<file path="src/rtl/dma_seq_pkg.sv">
package dma_seq_pkg;
  typedef enum logic [1:0] {XT_VERIFY = 2'b00, XT_WRITE = 2'b01, XT_READ = 2'b10, XT_RSVD = 2'b11} xfer_type_e;
  typedef enum logic [1:0] {SV_DEMAND = 2'b00, SV_SINGLE = 2'b01, SV_BLOCK = 2'b10, SV_RSVD = 2'b11} svc_e;
  typedef struct packed {
    svc_e       svc;
    logic       dec;
    logic       auto_init;
    xfer_type_e typ;
  } ch_mode_t;
  typedef enum logic {ST_IDLE, ST_XFER} seq_state_e;
endpackage

</file>
<file path="src/rtl/dma_ch_regs.sv">
module dma_ch_regs #(
  parameter int AW    = 16,
  parameter int CNT_W = 16
) (
  input  logic             clk_i,
  input  logic             rst_ni,
  input  logic             load_i,
  input  logic [AW-1:0]    load_addr_i,
  input  logic [CNT_W-1:0] load_cnt_i,
  input  logic             step_i,
  input  logic             dec_i,
  input  logic             reload_i,
  output logic [AW-1:0]    cur_addr_o,
  output logic [CNT_W-1:0] cur_cnt_o
);
  logic [AW-1:0]    base_addr_q;
  logic [CNT_W-1:0] base_cnt_q;

  always_ff @(posedge clk_i or negedge rst_ni) begin
    if (!rst_ni) begin
      base_addr_q <= '0;
      base_cnt_q  <= '0;
      cur_addr_o  <= '0;
      cur_cnt_o   <= '0;
    end else if (load_i) begin
      base_addr_q <= load_addr_i;
      base_cnt_q  <= load_cnt_i;
      cur_addr_o  <= load_addr_i;
      cur_cnt_o   <= load_cnt_i;
    end else if (step_i) begin
      if (reload_i) begin
        cur_addr_o <= base_addr_q;
        cur_cnt_o  <= base_cnt_q;
      end else begin
        cur_addr_o <= dec_i ? cur_addr_o - AW'(1) : cur_addr_o + AW'(1);
        cur_cnt_o  <= cur_cnt_o - CNT_W'(1);
      end
    end
  end
endmodule

</file>
<file path="src/rtl/dma_prio_arb.sv">
module dma_prio_arb #(
  parameter int NUM_CH = 4,
  localparam int CHW = $clog2(NUM_CH)
) (
  input  logic [NUM_CH-1:0] req_i,
  input  logic              rotate_i,
  input  logic [CHW-1:0]    last_i,
  output logic              valid_o,
  output logic [CHW-1:0]    gnt_o
);
  int base;

  always_comb begin
    base    = rotate_i ? int'(last_i) : NUM_CH - 1;
    valid_o = |req_i;
    gnt_o   = '0;
    // smallest offset past the base wins
    for (int k = NUM_CH; k >= 1; k--) begin
      if (req_i[(base + k) % NUM_CH]) gnt_o = CHW'((base + k) % NUM_CH);
    end
  end
endmodule

</file>
<file path="src/rtl/dma_xfer_seq.sv">
module dma_xfer_seq
  import dma_seq_pkg::*;
#(
  parameter int NUM_CH = 4,
  parameter int AW     = 16,
  parameter int CNT_W  = 16,
  localparam int CHW   = $clog2(NUM_CH),
  localparam int MW    = 6
) (
  input  logic                 clk_i,
  input  logic                 rst_ni,
  input  logic                 cfg_load_i,
  input  logic [CHW-1:0]       cfg_ch_i,
  input  logic [AW-1:0]        cfg_addr_i,
  input  logic [CNT_W-1:0]     cfg_cnt_i,
  input  logic [NUM_CH*MW-1:0] mode_i,
  input  logic                 ctrl_dis_i,
  input  logic                 rot_prio_i,
  input  logic                 mask_wr_i,
  input  logic [NUM_CH-1:0]    mask_wdata_i,
  input  logic                 sreq_wr_i,
  input  logic [CHW-1:0]       sreq_ch_i,
  input  logic                 sreq_val_i,
  input  logic [NUM_CH-1:0]    dreq_i,
  input  logic                 eop_i,
  output logic                 bus_req_o,
  input  logic                 bus_ack_i,
  output logic [AW-1:0]        bus_addr_o,
  output logic [1:0]           bus_type_o,
  output logic [CHW-1:0]       bus_ch_o,
  output logic [NUM_CH-1:0]    mask_o,
  output logic [NUM_CH-1:0]    tc_o
);
  ch_mode_t         mode [NUM_CH];
  logic [AW-1:0]    cur_addr [NUM_CH];
  logic [CNT_W-1:0] cur_cnt [NUM_CH];

  seq_state_e        state_q;
  logic [CHW-1:0]    act_q, last_q;
  logic [NUM_CH-1:0] mask_q, sreq_q, tc_q, elig;
  logic              arb_valid, strobe, beat_done, fin, keep_going;
  logic [CHW-1:0]    arb_gnt;
  ch_mode_t          act_mode;

  assign elig     = (dreq_i & ~mask_q) | sreq_q;
  assign act_mode = mode[act_q];
  assign strobe   = (state_q == ST_XFER) &&
                    (act_mode.typ == XT_WRITE || act_mode.typ == XT_READ);
  assign beat_done = (state_q == ST_XFER) && (strobe ? bus_ack_i : 1'b1);
  assign fin       = beat_done && ((cur_cnt[act_q] == '0) || eop_i);

  always_comb begin
    unique case (act_mode.svc)
      SV_BLOCK:  keep_going = 1'b1;
      SV_DEMAND: keep_going = elig[act_q];
      default:   keep_going = 1'b0;
    endcase
  end

  dma_prio_arb #(.NUM_CH(NUM_CH)) u_arb (
    .req_i   (elig),
    .rotate_i(rot_prio_i),
    .last_i  (last_q),
    .valid_o (arb_valid),
    .gnt_o   (arb_gnt)
  );

  for (genvar g = 0; g < NUM_CH; g++) begin : g_ch
    logic hit;
    assign mode[g] = ch_mode_t'(mode_i[g*MW +: MW]);
    assign hit     = (act_q == CHW'(g));

    dma_ch_regs #(.AW(AW), .CNT_W(CNT_W)) u_regs (
      .clk_i      (clk_i),
      .rst_ni     (rst_ni),
      .load_i     (cfg_load_i && (cfg_ch_i == CHW'(g))),
      .load_addr_i(cfg_addr_i),
      .load_cnt_i (cfg_cnt_i),
      .step_i     (beat_done && hit),
      .dec_i      (mode[g].dec),
      .reload_i   (fin && mode[g].auto_init),
      .cur_addr_o (cur_addr[g]),
      .cur_cnt_o  (cur_cnt[g])
    );
  end

  always_ff @(posedge clk_i or negedge rst_ni) begin
    if (!rst_ni) begin
      state_q <= ST_IDLE;
      act_q   <= '0;
      last_q  <= '0;
      mask_q  <= '1;
      sreq_q  <= '0;
      tc_q    <= '0;
    end else begin
      tc_q <= '0;
      if (mask_wr_i) mask_q <= mask_wdata_i;
      if (sreq_wr_i) sreq_q[sreq_ch_i] <= sreq_val_i;
      unique case (state_q)
        ST_IDLE: begin
          if (arb_valid && !ctrl_dis_i) begin
            state_q <= ST_XFER;
            act_q   <= arb_gnt;
            last_q  <= arb_gnt;
          end
        end
        ST_XFER: begin
          // completion side effects win over same-cycle software writes
          if (fin) begin
            state_q        <= ST_IDLE;
            tc_q[act_q]    <= 1'b1;
            sreq_q[act_q]  <= 1'b0;
            if (!act_mode.auto_init) mask_q[act_q] <= 1'b1;
          end else if (beat_done && !keep_going) begin
            state_q <= ST_IDLE;
          end
        end
      endcase
    end
  end

  assign bus_req_o  = strobe;
  assign bus_addr_o = cur_addr[act_q];
  assign bus_type_o = act_mode.typ;
  assign bus_ch_o   = act_q;
  assign mask_o     = mask_q;
  assign tc_o       = tc_q;
endmodule

</file>
<file path="config.mk">
export PLATFORM = sky130hd
export DESIGN_NAME = dma_xfer_seq
export DESIGN_NICKNAME = d
export VERILOG_FILES = /design/src/rtl/dma_seq_pkg.sv /design/src/rtl/dma_ch_regs.sv /design/src/rtl/dma_prio_arb.sv /design/src/rtl/dma_xfer_seq.sv
export SDC_FILE = /design/constraint.sdc
export NUM_CORES = 1
export LEC_CHECK = 0
export ABC_AREA = 1
export ABC_CLOCK_PERIOD_IN_PS = 3920
export BUFFER_PORTS_ARGS = -buffer_cell sky130_fd_sc_hd__buf_2
export CAP_MARGIN = 20
export CORE_MARGIN = 8
export CORE_UTILIZATION = 45
export DETAILED_ROUTE_END_ITERATION = 12
export PLACE_DENSITY = 0.72
export SYNTH_ARGS = -nofsm -noshare
export SYNTH_HDL_FRONTEND = slang
export SYNTH_SLANG_ARGS = --single-unit
</file>
<file path="constraint.sdc">
create_clock -name clk_i -period 3.92 [get_ports clk_i]
set_input_delay 0.784 -clock clk_i [delete_from_list [all_inputs] [get_ports clk_i]]
set_output_delay 0.784 -clock clk_i [all_outputs]
set_load 0.05 [all_outputs]
</file>
# Word-level counts from Yosys, hierarchy flattened
# Cells that the tools add are included.
# totals
reg_bits	271
in_bits	78
elab_cells	180
# classes
add_sub_neg	16
magnitude_cmp	9
eq_ne	9
mux	76
bitwise	12
n_reduce_logical	37
# ops
op	count
2-to-1 mux 16 bit	32
subtractor 16 x 1 -> 16 bit, second input constant	8
adder 16 x 1 -> 16 bit, second input constant	4
adder 32 x 3 -> 32 bit, second input constant	2
binary-select mux 16 bit (select 2 bit)	2
2-to-1 mux 4 bit	9
adder 32 x 2 -> 32 bit, second input constant	1
adder 32 x 4 -> 32 bit, second input constant	1
logical AND 1 bit	19
logical NOT 16 bit	1
less-than comparator 3 x 4 -> 1 bit, second input constant	4
2-to-1 mux 1 bit	15
binary-select mux 6 bit (select 2 bit)	1
== test 2 bit, second input constant	6
2-to-1 mux 6 bit	2
binary-select mux 1 bit (select 2 bit)	5
2-to-1 mux 2 bit	5
bitwise AND 4 bit	2
NOT 4 bit	2
bitwise OR 4 bit	2
nonzero test 2 bit	4
OR reduction 2 bit	4
== test 2 x 1 -> 1 bit, second input constant	3
logical NOT 2 bit	3
other kinds (13)	22

# Logic depth before layout (Yosys ltp)
# logic_depth
ltp_word	14
mapped_depth	15
mapped_depth_nobuf	15

# Cells and area by module
# From an unflattened synthesis, not the netlist that was laid out.
# hier_totals
cells_unflattened	2481
area_unflattened_um2	17795.8
# by_module_without_submodules
mod	instances	cells_each	area_per_inst_um2
dma_ch_regs at g_ch[2].u_regs ...	2	532	3936.3
dma_ch_regs at g_ch[0].u_regs ...	2	526	3923.8
dma_xfer_seq	1	307	1764.2
dma_prio_arb	1	58	311.5

# Least setup slack after synthesis
# No wires, ideal clock.
# synth_path
path_kind	register to output
from	register, netlist name last_q[1]
to	output bus_addr_o[0]
arrival_time_ps	2518
setup_slack_ps	618
path_stages_with_launch	8
n_path_buf	3
cell_sequence	dfrtp_1 > buf_2 > inv_1 > nor2_1 > clkbuf_1 > inv_1 > clkbuf_1 > o221ai_1
# synth_lines
item	line_no	source
to (decl)	dma_xfer_seq.sv:28	output logic [AW-1:0] bus_addr_o,

==> flow_summary.ini <==
[outcome]
status = completed

[timing]
skew_ps = 26.0
hold_viol = 0
setup_viol = 0
rsz0062_at_grt = false
post-route-min-period_ps = 3400
setup_tns_ps = 0
fmax_mhz = 294
max-slew-margin-rel_pct = 28.6
fin_crit_sh_pct = 86.7
maxSlewViolCount = 0
tightest_slew_ps = 1060

[cells_and_area]
fin_cells = 3395
nets = 2978
fillers = 4118
drive_gt1_share_pct = 9.58
area_growth_pct = 11.8

[clock_network]
cts_buffers = 34
htree_levels = 2
cts_resized = 0
hold_buffers = 0
cts_tree = done
cts_root_buffer = clkbuf_16
clock_sinks = 271
postCtsSetupBuffers = 0
cts.clk_slew.worst_paths_ps = 60
clkLatencyLatePin_ps = 550
clk_path_buf_depth = 3

[floorplan]
start_util_pct = 45.5
die_h_um = 219
die-area_mm2 = 0.0480
io_pins = 107
die_x_um = 219
core.rowCount = 74
core_region_area_mm2 = 0.0407

[critical_path]
crit_path_end_kind = primary output
reg2reg_to = g_ch[1].u_regs.cur_addr_o[2]$_DFFE_PN0P_
worstPathArrival_ps = 2610
regToRegSetupSlack_ps = 740
reg2reg_depth = 14
rr_startpoint = last_q[0]$_DFFE_PN0P_
worst-path-max-fanout = 23
worstSetupPathType = reg2out
startpoint_type = flop
required_ps = 3140

[place]
post-dp-hpwl_um = 42200
port_buffers = 106
routabilityCongestion = 0.959
placed_cells = 3332

[synthesis]
synthCells = 2776
yosys-top-cells-area = dfrtp_1 36%, nand2_1 14%, nor2_1 8.2%, inv_1 7.8%, nand3_1 4.9%
synth_top_area_share_pct = 36.0
syn_area_per_cell_um2 = 6.68
netlist_area_mm2 = 0.0185
yosys_warnings = 0
async_flop_share_pct = 100
synth-edff-count = 0
synth.largest_area_cell = dfrtp_1
synth_top_flop_cell = dfrtp_1
yosysSeqAreaShare_pct = 36.6
ys_ff_latch = 271
synth_cell_types = 45
synth_nets = 2918

[global_route]
grt_first_pass_wirelength_um = 94900
grt_max_degree = 80
antenna_found_initial = 4
overflow = 0
grt_pass1_vias = 17900
grt.total_usage_pct = 24.4

[min_path]
hp-class = in2async

[power]
vdd_ir_drop_max_uv = 316
leakagePower_nw = 11.0
total_power_w = 0.0165
power.density_mw_per_mm2 = 797

[detailed_routing]
ant_nets = 0
vias = 18600
wire_per_inst_um = 17.4
routed_wl_um = 59000
viasPerCell = 5.49
drc = 0
firstDrtPassIters = 6
drt_iter0_drc = 1853

[flow_run]
maxCapViolCount = 0
flip-flops by register name, summed over array words and instances (netlist names):
register / count
g_ch.u_regs.base_addr_q: 64
g_ch.u_regs.base_cnt_q: 64
g_ch.u_regs.cur_addr_o: 64
g_ch.u_regs.cur_cnt_o: 64
last_q: 2
mask_o: 4
sreq_q: 4
state_q: 1
tc_o: 4
metal layers:
metal | wire, um | track usage, % | part of all wire [%] | up-vias
met2 | 26300 | 38.4 | 45 | 717
met1 | 26000 | 33.8 | 44 | 8771
met4 | 2020 | 8.50 | 3.4 | 0
met3 | 4700 | 3.97 | 8.0 | 143
li1 | - | - | - | 9009
met5 | 0 | 0 | 0 | -
power breakdown:
group | switching [W] | internal (W) | total (W)
Sequential | 0.000778 | 0.00372 | 0.00450
Clock | 0.00130 | 0.00190 | 0.00320
Combinational | 0.00590 | 0.00292 | 0.00882
Total | 0.00798 | 0.00854 | 0.0165
layout make-up:
cell class / instances / area, um^2 / share of cell area (%)
tap: 532 / 666 / 3.21
inverter: 393 / 1480 / 7.12
multi-input combinational: 1992 / 9800 / 47.3
clock buffer: 47 / 940 / 4.53
timing repair buffer: 144 / 876 / 4.23
antenna: 3 / 7.51 / 0.0362
clock inverter: 13 / 181 / 0.875
sequential: 271 / 6790 / 32.7
worst max-delay path: stages (launching register included):
cell and delay, ps:
dfrtp_1 560, inv_2 200, nor2_2 50, buf_4 230, a22oi_1 480, o221ai_1 280
buf_2 280
how the worst max path moves through the flow:
stage	from	to	slack (ps)
after floorplan	last_q[1]$_DFFE_PN0P_	bus_addr_o[0]	620
after global placement	last_q[0]$_DFFE_PN0P_	g_ch[1].u_regs.cur_addr_o[0]$_DFFE_PN0P_	830
after detailed placement	last_q[0]$_DFFE_PN0P_	g_ch[1].u_regs.cur_addr_o[2]$_DFFE_PN0P_	760
after CTS	last_q[0]$_DFFE_PN0P_	bus_addr_o[10]	620
after global routing	last_q[0]$_DFFE_PN0P_	g_ch[1].u_regs.cur_addr_o[2]$_DFFE_PN0P_	440
final	last_q[0]$_DFFE_PN0P_	bus_addr_o[10]	520
cell families after synthesis:
family                   after synthesis  synth area share (%)
multiplexers                           2                 0.108
AO/OA/AOI/OAI                        444                  13.3
AND/OR/NAND/NOR                     1441                  32.9
flip-flops                           271                  36.6
buffers and inverters                513                  10.7
adder cells (fa/ha/maj)               64                  4.48
XOR/XNOR                              41                  1.94
cells in the mapped netlist, types with 6 or more instances:
cell type,n
o221ai_1,11
nor3_1,20
a22oi_1,23
nor2_1,403
a21oi_1,179
or2_2,51
inv_2,6
buf_2,23
inv_1,385
o21ai_0,181
ha_1,60
clkbuf_1,80
xor2_1,19
nand3b_1,7
nand3_1,181
nand2_1,669
o21bai_1,20
dfrtp_1,267
buf_1,10
nand4_1,89
a21o_1,6
o21a_1,7
buf_4,7
xnor2_1,22
through the flow:
step	instance area (um^2)	hold WS [ps]	utilization (%)	worst slack, ps
after CTS	20700	265	50.9	616
final	20700	241	50.9	522
after global routing	20700	302	50.9	435
after floorplan	18500	443	-	618
after detailed placement	19600	468	48.1	758
after global placement	19600	455	48.1	833
placed cells by master (no fill, tap or decap), types with 60 or more instances in the layout:
master   instances
dfrtp_1        267
nand4_1         89
nand2_1        669
inv_1          384
nor2_1         403
a21oi_1        179
ha_1            60
buf_2          105
o21ai_0        181
nand3_1        181
No activity file was read; power rests on OpenSTA's default activity.
